===== config.mk =====
export PLATFORM = sky130hd
export DESIGN_NAME = gf2m_serial_mul
export DESIGN_NICKNAME = d
export VERILOG_FILES = /design/src/rtl/gfso_pkg.sv /design/src/rtl/gfso_msb_seq.sv /design/src/rtl/gfso_rowgen.sv /design/src/rtl/gfso_dot.sv /design/src/rtl/gfso_seq.sv /design/src/rtl/gf2m_serial_mul.sv
export SDC_FILE = /design/constraint.sdc
export NUM_CORES = 2
export LEC_CHECK = 0
export BUFFER_PORTS_ARGS = -buffer_cell sky130_fd_sc_hd__buf_2
export CORE_MARGIN = 3
export CORE_UTILIZATION = 40
export DETAILED_ROUTE_END_ITERATION = 16
export SLEW_MARGIN = 20
export SYNTH_ARGS = -nofsm -noshare
export SYNTH_HDL_FRONTEND = slang
export SYNTH_HIERARCHICAL = 1
export SYNTH_SLANG_ARGS = --single-unit

===== constraint.sdc =====
create_clock -name clk -period 6.3 [get_ports clk]
set_clock_uncertainty 0.15 [all_clocks]
set_input_delay 0.315 -clock clk [delete_from_list [all_inputs] [get_ports clk]]
set_output_delay 0.315 -clock clk [all_outputs]
set_load 0.02 [all_outputs]

===== src/rtl/gfso_pkg.sv =====
package gfso_pkg;

  typedef enum logic {
    ST_IDLE = 1'b0,
    ST_RUN  = 1'b1
  } gfso_state_e;

endpackage


===== src/rtl/gfso_msb_seq.sv =====
// Produces s[j] = coefficient M-1 of (a * x^j mod f) for j = 0..M-2.
// This is row M-1 of the reduction matrix; the row recurrence needs it
// to fold the wrap-around term into rows 0 and K.
module gfso_msb_seq #(
  parameter int M = 233,
  parameter int K = 74
) (
  input  logic [M-1:0] a,
  output logic [M-2:0] s
);

  localparam logic [M-1:0] POLY_LOW = (M'(1) << K) | M'(1);

  function automatic logic [M-2:0] msb_trace(input logic [M-1:0] val);
    logic [M-1:0] v;
    logic [M-2:0] r;
    v = val;
    r = '0;
    for (int j = 0; j < M - 1; j++) begin
      r[j] = v[M-1];
      v    = {v[M-2:0], 1'b0} ^ (v[M-1] ? POLY_LOW : '0);
    end
    return r;
  endfunction

  assign s = msb_trace(a);

endmodule


===== src/rtl/gfso_rowgen.sv =====
// Holds row i of the reduction matrix and advances it to row i+1.
//   row_i[0] = a_i
//   row_i[j] = row_(i-1)[j-1] ^ (i == K ? s[j-1] : 0)   for j >= 1
//   row_0[j] = s[j-1]                                   for j >= 1
module gfso_rowgen #(
  parameter int M = 233
) (
  input  logic         clk,
  input  logic         rst_n,
  input  logic         load,
  input  logic         step,
  input  logic         fold_k,
  input  logic [M-1:0] a_in,
  input  logic [M-2:0] msb_in,
  output logic [M-1:0] row
);

  logic [M-2:0] msb_q;
  logic [M-1:0] a_sh;   // holds a >> (i+1)
  logic [M-1:0] row_q;
  logic [M-1:0] row_nxt;
  logic [M-1:0] fold_vec;

  assign fold_vec = fold_k ? {msb_q, 1'b0} : '0;
  assign row_nxt  = {row_q[M-2:0], a_sh[0]} ^ fold_vec;

  always_ff @(posedge clk or negedge rst_n) begin
    if (!rst_n) begin
      msb_q <= '0;
      a_sh  <= '0;
      row_q <= '0;
    end else if (load) begin
      msb_q <= msb_in;
      a_sh  <= {1'b0, a_in[M-1:1]};
      row_q <= {msb_in, a_in[0]};
    end else if (step) begin
      a_sh  <= {1'b0, a_sh[M-1:1]};
      row_q <= row_nxt;
    end
  end

  assign row = row_q;

endmodule


===== src/rtl/gfso_dot.sv =====
// GF(2) inner product: AND then XOR-reduce.
module gfso_dot #(
  parameter int M = 233
) (
  input  logic [M-1:0] row,
  input  logic [M-1:0] vec,
  output logic         bit_o
);

  function automatic logic gf2_dot(input logic [M-1:0] x, input logic [M-1:0] y);
    return ^(x & y);
  endfunction

  assign bit_o = gf2_dot(row, vec);

endmodule


===== src/rtl/gfso_seq.sv =====
module gfso_seq
  import gfso_pkg::*;
#(
  parameter int M  = 233,
  parameter int K  = 74,
  parameter int IW = $clog2(M)
) (
  input  logic          clk,
  input  logic          rst_n,
  input  logic          start,
  output logic          accept,
  output logic          step,
  output logic          last,
  output logic          fold_k,
  output logic          busy,
  output logic [IW-1:0] idx
);

  localparam logic [IW-1:0] IDX_LAST = IW'(M - 1);
  localparam logic [IW-1:0] IDX_PREK = IW'(K - 1);

  gfso_state_e  state_q;
  logic [IW-1:0] idx_q;

  assign busy   = (state_q == ST_RUN);
  assign accept = start && !busy;
  assign last   = busy && (idx_q == IDX_LAST);
  assign step   = busy && !last;
  assign fold_k = step && (idx_q == IDX_PREK);

  always_ff @(posedge clk or negedge rst_n) begin
    if (!rst_n) begin
      state_q <= ST_IDLE;
      idx_q   <= '0;
    end else if (accept) begin
      state_q <= ST_RUN;
      idx_q   <= '0;
    end else if (last) begin
      state_q <= ST_IDLE;
      idx_q   <= '0;
    end else if (step) begin
      idx_q   <= idx_q + 1'b1;
    end
  end

  assign idx = idx_q;

endmodule


===== src/rtl/gf2m_serial_mul.sv =====
module gf2m_serial_mul #(
  parameter int M = 233,
  parameter int K = 74
) (
  input  logic                 clk,
  input  logic                 rst_n,
  input  logic                 start,
  input  logic [M-1:0]         opa,
  input  logic [M-1:0]         opb,
  output logic                 prod_bit,
  output logic                 prod_valid,
  output logic [$clog2(M)-1:0] prod_idx,
  output logic                 done
);

  localparam int IW = $clog2(M);

  logic          accept;
  logic          step;
  logic          last;
  logic          fold_k;
  logic          busy;
  logic [IW-1:0] idx;
  logic [M-2:0]  msb_seq;
  logic [M-1:0]  row;
  logic [M-1:0]  b_q;

  gfso_seq #(.M(M), .K(K), .IW(IW)) seq_i (
    .clk    (clk),
    .rst_n  (rst_n),
    .start  (start),
    .accept (accept),
    .step   (step),
    .last   (last),
    .fold_k (fold_k),
    .busy   (busy),
    .idx    (idx)
  );

  gfso_msb_seq #(.M(M), .K(K)) msb_i (
    .a (opa),
    .s (msb_seq)
  );

  gfso_rowgen #(.M(M)) row_i (
    .clk    (clk),
    .rst_n  (rst_n),
    .load   (accept),
    .step   (step),
    .fold_k (fold_k),
    .a_in   (opa),
    .msb_in (msb_seq),
    .row    (row)
  );

  always_ff @(posedge clk or negedge rst_n) begin
    if (!rst_n) b_q <= '0;
    else if (accept) b_q <= opb;
  end

  gfso_dot #(.M(M)) dot_i (
    .row   (row),
    .vec   (b_q),
    .bit_o (prod_bit)
  );

  assign prod_valid = busy;
  assign prod_idx   = idx;
  assign done       = last;

endmodule


Yosys cells after proc, flatten, opt, wreduce, memory -nomap -nowiden

Index checks and enable logic that the tools add are counted.

Input port bits: 469
Logic and storage cells: 493
Register bits after elaboration: 940

Reduce and logical (&&, ||, !) cells: 10
Mux-type cells: 241
Bitwise logic cells: 233
$add $sub $neg: 1
Eq/ne operators: 2

Operator list:

| cell                  | number |
|---|---|
| $xor A233 B233 Y233   | 232 |
| $mux W75              | 231 |
| $mux W233             | 5 |
| $and A233 B233 Y233   | 1 |
| $reduce_xor A233 Y1   | 1 |
| $mux W8               | 3 |
| $add A8 B1 Y8 const B | 1 |
| $eq A8 B7 Y1 const B  | 1 |
| $eq A8 B8 Y1 const B  | 1 |
| $logic_and A1 B1 Y1   | 4 |
| $reduce_bool A2 Y1    | 2 |
| $reduce_bool A3 Y1    | 1 |
| $logic_not A1 Y1      | 2 |
| $mux W1               | 2 |

Logic depth before layout (Yosys ltp)

Depth after elaboration: 463
Mapped depth: 12
Depth with buffers taken out: 8

Modules after synthesis

The synthesis kept the hierarchy.

By module, submodules not included:

| module          | times used | cells each | sequential area each (um^2) | area each (um^2) |
|---|---|---|---|---|
| gfso_rowgen     | 1          | 3020       | 17441.7                     | 33764.9 |
| gf2m_serial_mul | 1          | 492        | 5830.6                      | 9347.7 |
| gfso_dot        | 1          | 462        | 0.0                         | 2921.6 |
| gfso_msb_seq    | 1          | 232        | 0.0                         | 1833.0 |
| gfso_seq        | 1          | 55         | 225.2                       | 553.0 |

Worst setup path before layout

No wires, ideal clock.

Kind: reg2out
From: register row_i.row_q[50], in the netlist row_i/row[50]
To: output prod_bit
Path buffers: 0
Data required time: 5.835 ns
Arrival: 2.114 ns
Cell stages (with the launch flop): 9
Slack: 3.721 ns
Cell sequence: dfrtp_1 -> nand2_1 -> xor2_1 -> xnor2_1 -> xnor2_1 -> xnor2_1 -> xnor3_1 -> xnor3_1 -> xnor3_1

Longest elaborated chain between the ends: 2

RTL lines:

| item                   | line                  | text |
|---|---|---|
| start, declared        | gfso_rowgen.sv:20     | `logic [M-1:0] row_q;` |
| start signal, assigned | gfso_rowgen.sv:35     | `row_q <= {msb_in, a_in[0]};` |
| start signal, assigned | gfso_rowgen.sv:38     | `row_q <= row_nxt;` |
| $and A233 B233 Y233    | gfso_dot.sv:11        | `return ^(x & y);` |
| $reduce_xor A233 Y1    | gfso_dot.sv:11        |  |
| end, declared          | gf2m_serial_mul.sv:10 | `output logic prod_bit,` |

Every way passes these cells.

Worst setup path in the final report

From: register row_i.row_q[198], in the netlist row_i/row[198]
To: output prod_bit

The elaborated chain is that of the path after synthesis.

==> results.sh <==
export IMPL_status="completed"
export IMPL_ctsHtreeMaxLevel=3
export IMPL_max_cap_violations=0
export IMPL_layout_nets=5405
export IMPL_ant_nets=0
export IMPL_clk_latency_ns=0.72
export IMPL_synth_edff_count=0
export IMPL_dieArea_sq_mm=0.125
export IMPL_antenna_found_initial=27
export IMPL_dpl_hpwl_um=91200
export IMPL_path_depth=9
export IMPL_dpl_cell_area_sq_mm=0.0502
export IMPL_drt_first_pass_iters=5
export IMPL_synth_cell_types=44
export IMPL_grt_total_usage_pct=21.7
export IMPL_start_util_pct=40.4
export IMPL_overflow=0
export IMPL_nFillCells=10700
export IMPL_cpLargestDelayFamily="XOR/XNOR gates"
export IMPL_power_density_mw_per_mm2=457
export IMPL_synth_seq_cells=939
export IMPL_hold_path_class="primary input to asynchronous set/reset pin"
export IMPL_pin_count=480
export IMPL_io_buffers=479
export IMPL_cts_tree="built"
export IMPL_dieHeight_um=354
export IMPL_grt_first_pass_wirelength_um=212000
export IMPL_clkTransAtPathRegs_ns=0.06
export IMPL_worstMarginPinSlew_ns=0.947
export IMPL_crit_type="register to output port"
export IMPL_synth_ff_type="dfrtp_1"
export IMPL_place_gp_congestion=0.815
export IMPL_final_util_pct=48.8
export IMPL_vias=33300
export IMPL_wirelength_um=138000
export IMPL_die_x_um=354
export IMPL_required_ns=5.83
export IMPL_setup_viol=0
export IMPL_critPathCaptureType="output port"
export IMPL_core_area_sq_mm=0.120
export IMPL_synth_common_cells="dfrtp_1, nand2_1, xor2_1"
export IMPL_slowest_stage="xnor3_1"
export IMPL_synth_area_leaders="dfrtp_1, mux2_4, xor2_1"
export IMPL_synth_cells=4261
export IMPL_synth_top_area_share_pct=48.5
export IMPL_yosys_area_top_type="dfrtp_1"
export IMPL_hold_viol=0
export IMPL_syn_num_nets=4733
export IMPL_synth_area_sq_mm=0.0484
export IMPL_synth_most_common_cell="dfrtp_1"
export IMPL_fin_tns_setup_ns=0
export IMPL_p_leak_uw=0.0258
export IMPL_synth_seq_area_share_pct=48.5
export IMPL_max_slew_margin_rel_pct=36.9
export IMPL_clock_fmax_mhz=251
export IMPL_rsz0062_at_grt="no"
export IMPL_syn_area_per_cell_sq_um=11.4
export IMPL_grt_pass1_vias=34200
export IMPL_path_max_fanout=3
export IMPL_p_total_uw=26700
export IMPL_synthArstFlopShare_pct=100
export IMPL_cp_arrival_ns=3.52
export IMPL_critPathBufInv=1
export IMPL_ir_drop_mv=0.706
export IMPL_drc=0
export IMPL_period_needed_ns=3.98
export IMPL_worst_path_largest_cell_delay_ns=0.58
export IMPL_routed_via_density=5.01
export IMPL_reg2reg_depth=10
export IMPL_row_count=127
export IMPL_areaGrowthSynthToFinish_pct=20.9
export IMPL_cts_root_buf="clkbuf_16"
export IMPL_crit_path_frequent_cell="xnor2_1"
export IMPL_stdcell_area_sq_mm=0.0585
export IMPL_crit_chain="nand2_1 -> xnor2_1 -> xnor2_1 -> xnor2_1 -> xnor2_1 -> xnor3_1 -> xnor3_1 -> xnor3_1 -> buf_2"
export IMPL_yosysWarnings=6
export IMPL_drive_gt1_share_pct=23.1
export IMPL_cts_buffers=105
export IMPL_cts_buffer_depth=3
export IMPL_first_iter_violations=2413
export IMPL_wire_per_inst_um=20.7
export IMPL_fin_crit_sh_pct=63.2
export IMPL_critPathLaunchType="register"
export IMPL_numClockSinks=939
export IMPL_grt_max_degree=174
export IMPL_slew_viol_final=0
## where the power goes
| part | internal [uW] | total (uW) | switching (uW) |
|---|---|---|---|
| combinational | 5250 | 9650 | 4390 |
| clock | 3820 | 6440 | 2620 |
| sequential | 8650 | 10700 | 2010 |
## placed cells by master, fill, tap and decap left out, types with 23 or more instances in the layout
cell and n:
dfrtp_1 939, nand2_1 702, buf_2 478, dlygate4sd3_1 468, xor2_1 359, o21ai_0 342
mux2_4 340, mux2i_1 232, nor3b_1 229, a21oi_1 229, xnor2_1 174, o21ai_1 129
mux2_2 125, clkbuf_16 108, clkbuf_8 26, clkbuf_1 23
## through the flow
stage               hold slack, ns  std cells  setup slack, ns
floorplan                   -0.131       4261             3.72
global placement             0.285       5970             2.80
detailed placement           0.279       5970             2.72
CTS                         0.0602       6631             2.20
global route                 0.129       6640             2.16
finish                       0.119       6653             2.32
## registers in the layout, summed over array words and instances (netlist names)
name	cells
row_i/a_sh	232
b_q	233
seq_i/busy	1
row_i/row	233
seq_i/idx	8
row_i/msb_q	232
## layer usage
| metal | vias to the layer above | share of wire (%) | global-route usage (%) | wire (um) |
|---|---|---|---|---|
| met2 | 828 | 46 | 34.3 | 63800 |
| met3 | 206 | 4.9 | 3.82 | 6770 |
| li1 | 15700 | - | - | - |
| met5 | - | 0.060 | 0 | 83 |
| met4 | 12 | 2.9 | 6.61 | 4030 |
| met1 | 16600 | 46 | 30.6 | 63000 |
## path summary, 6_finish.rpt
| check | startpoint | endpoint | slack [ns] |
|---|---|---|---|
| max | row_i/row[198] | prod_bit | 2.32 |
| min | rst_n | row_i/a_sh[67] | 0.12 |
| min in group clk | opb[186] | b_q[186] | 0.21 |
| min reg2reg | row_i/msb_q[26] | row_i/msb_q[26] | 0.36 |
| max reg2reg | seq_i/idx[0] | row_i/row[129] | 2.67 |
| max in group asynchronous | rst_n | row_i/a_sh[187] | 4.43 |
## area by class of cell
type	count	area [sq um]	area share (%)
Inverter	6	30.0	0.0513
Timing Repair Buffer	983	7590	13.0
Antenna cell	22	55.1	0.0940
Tap cell	1612	2020	3.45
Sequential cell	939	23500	40.1
Clock buffer	157	3150	5.38
Multi-Input combinational cell	2898	21700	37.1
Clock inverter	36	480	0.821
## worst reg2reg max path, cell delays in order, from the launching register on
cell and delay, ns:
dfrtp_1 0.49, inv_1 0.08, ha_1 0.20, nand3_1 0.13
o21ai_4 0.12, inv_8 0.53, buf_12 0.52, buf_12 0.74
nor3b_1 0.23, a21oi_1 0.15, o21ai_0 0.11
## kinds of logic (layout without fill, tap and decap cells)
logic type      count (synthesis)  in the layout  share of synthesized area (%)
mux                           697            697                           18.2
fa+ha+maj                       3              3                         0.0775
flops                         939            939                           48.5
other cells                     0             22                              0
buf+inv                       424           1182                           6.62
simple gates                  951            951                           9.31
compound gates                711            711                           7.43
xor+xnor                      536            536                           9.78
## what timing repair did
| action | 4_1_cts | 5_1_grt |
|---|---|---|
| resized for setup | 0 | 0 |
| endpoints found under the hold margin | 1017 | 0 |
| buffers inserted | 0 | 0 |
| hold buffers | 468 | 0 |
Power figures use the tool's default switching activity.
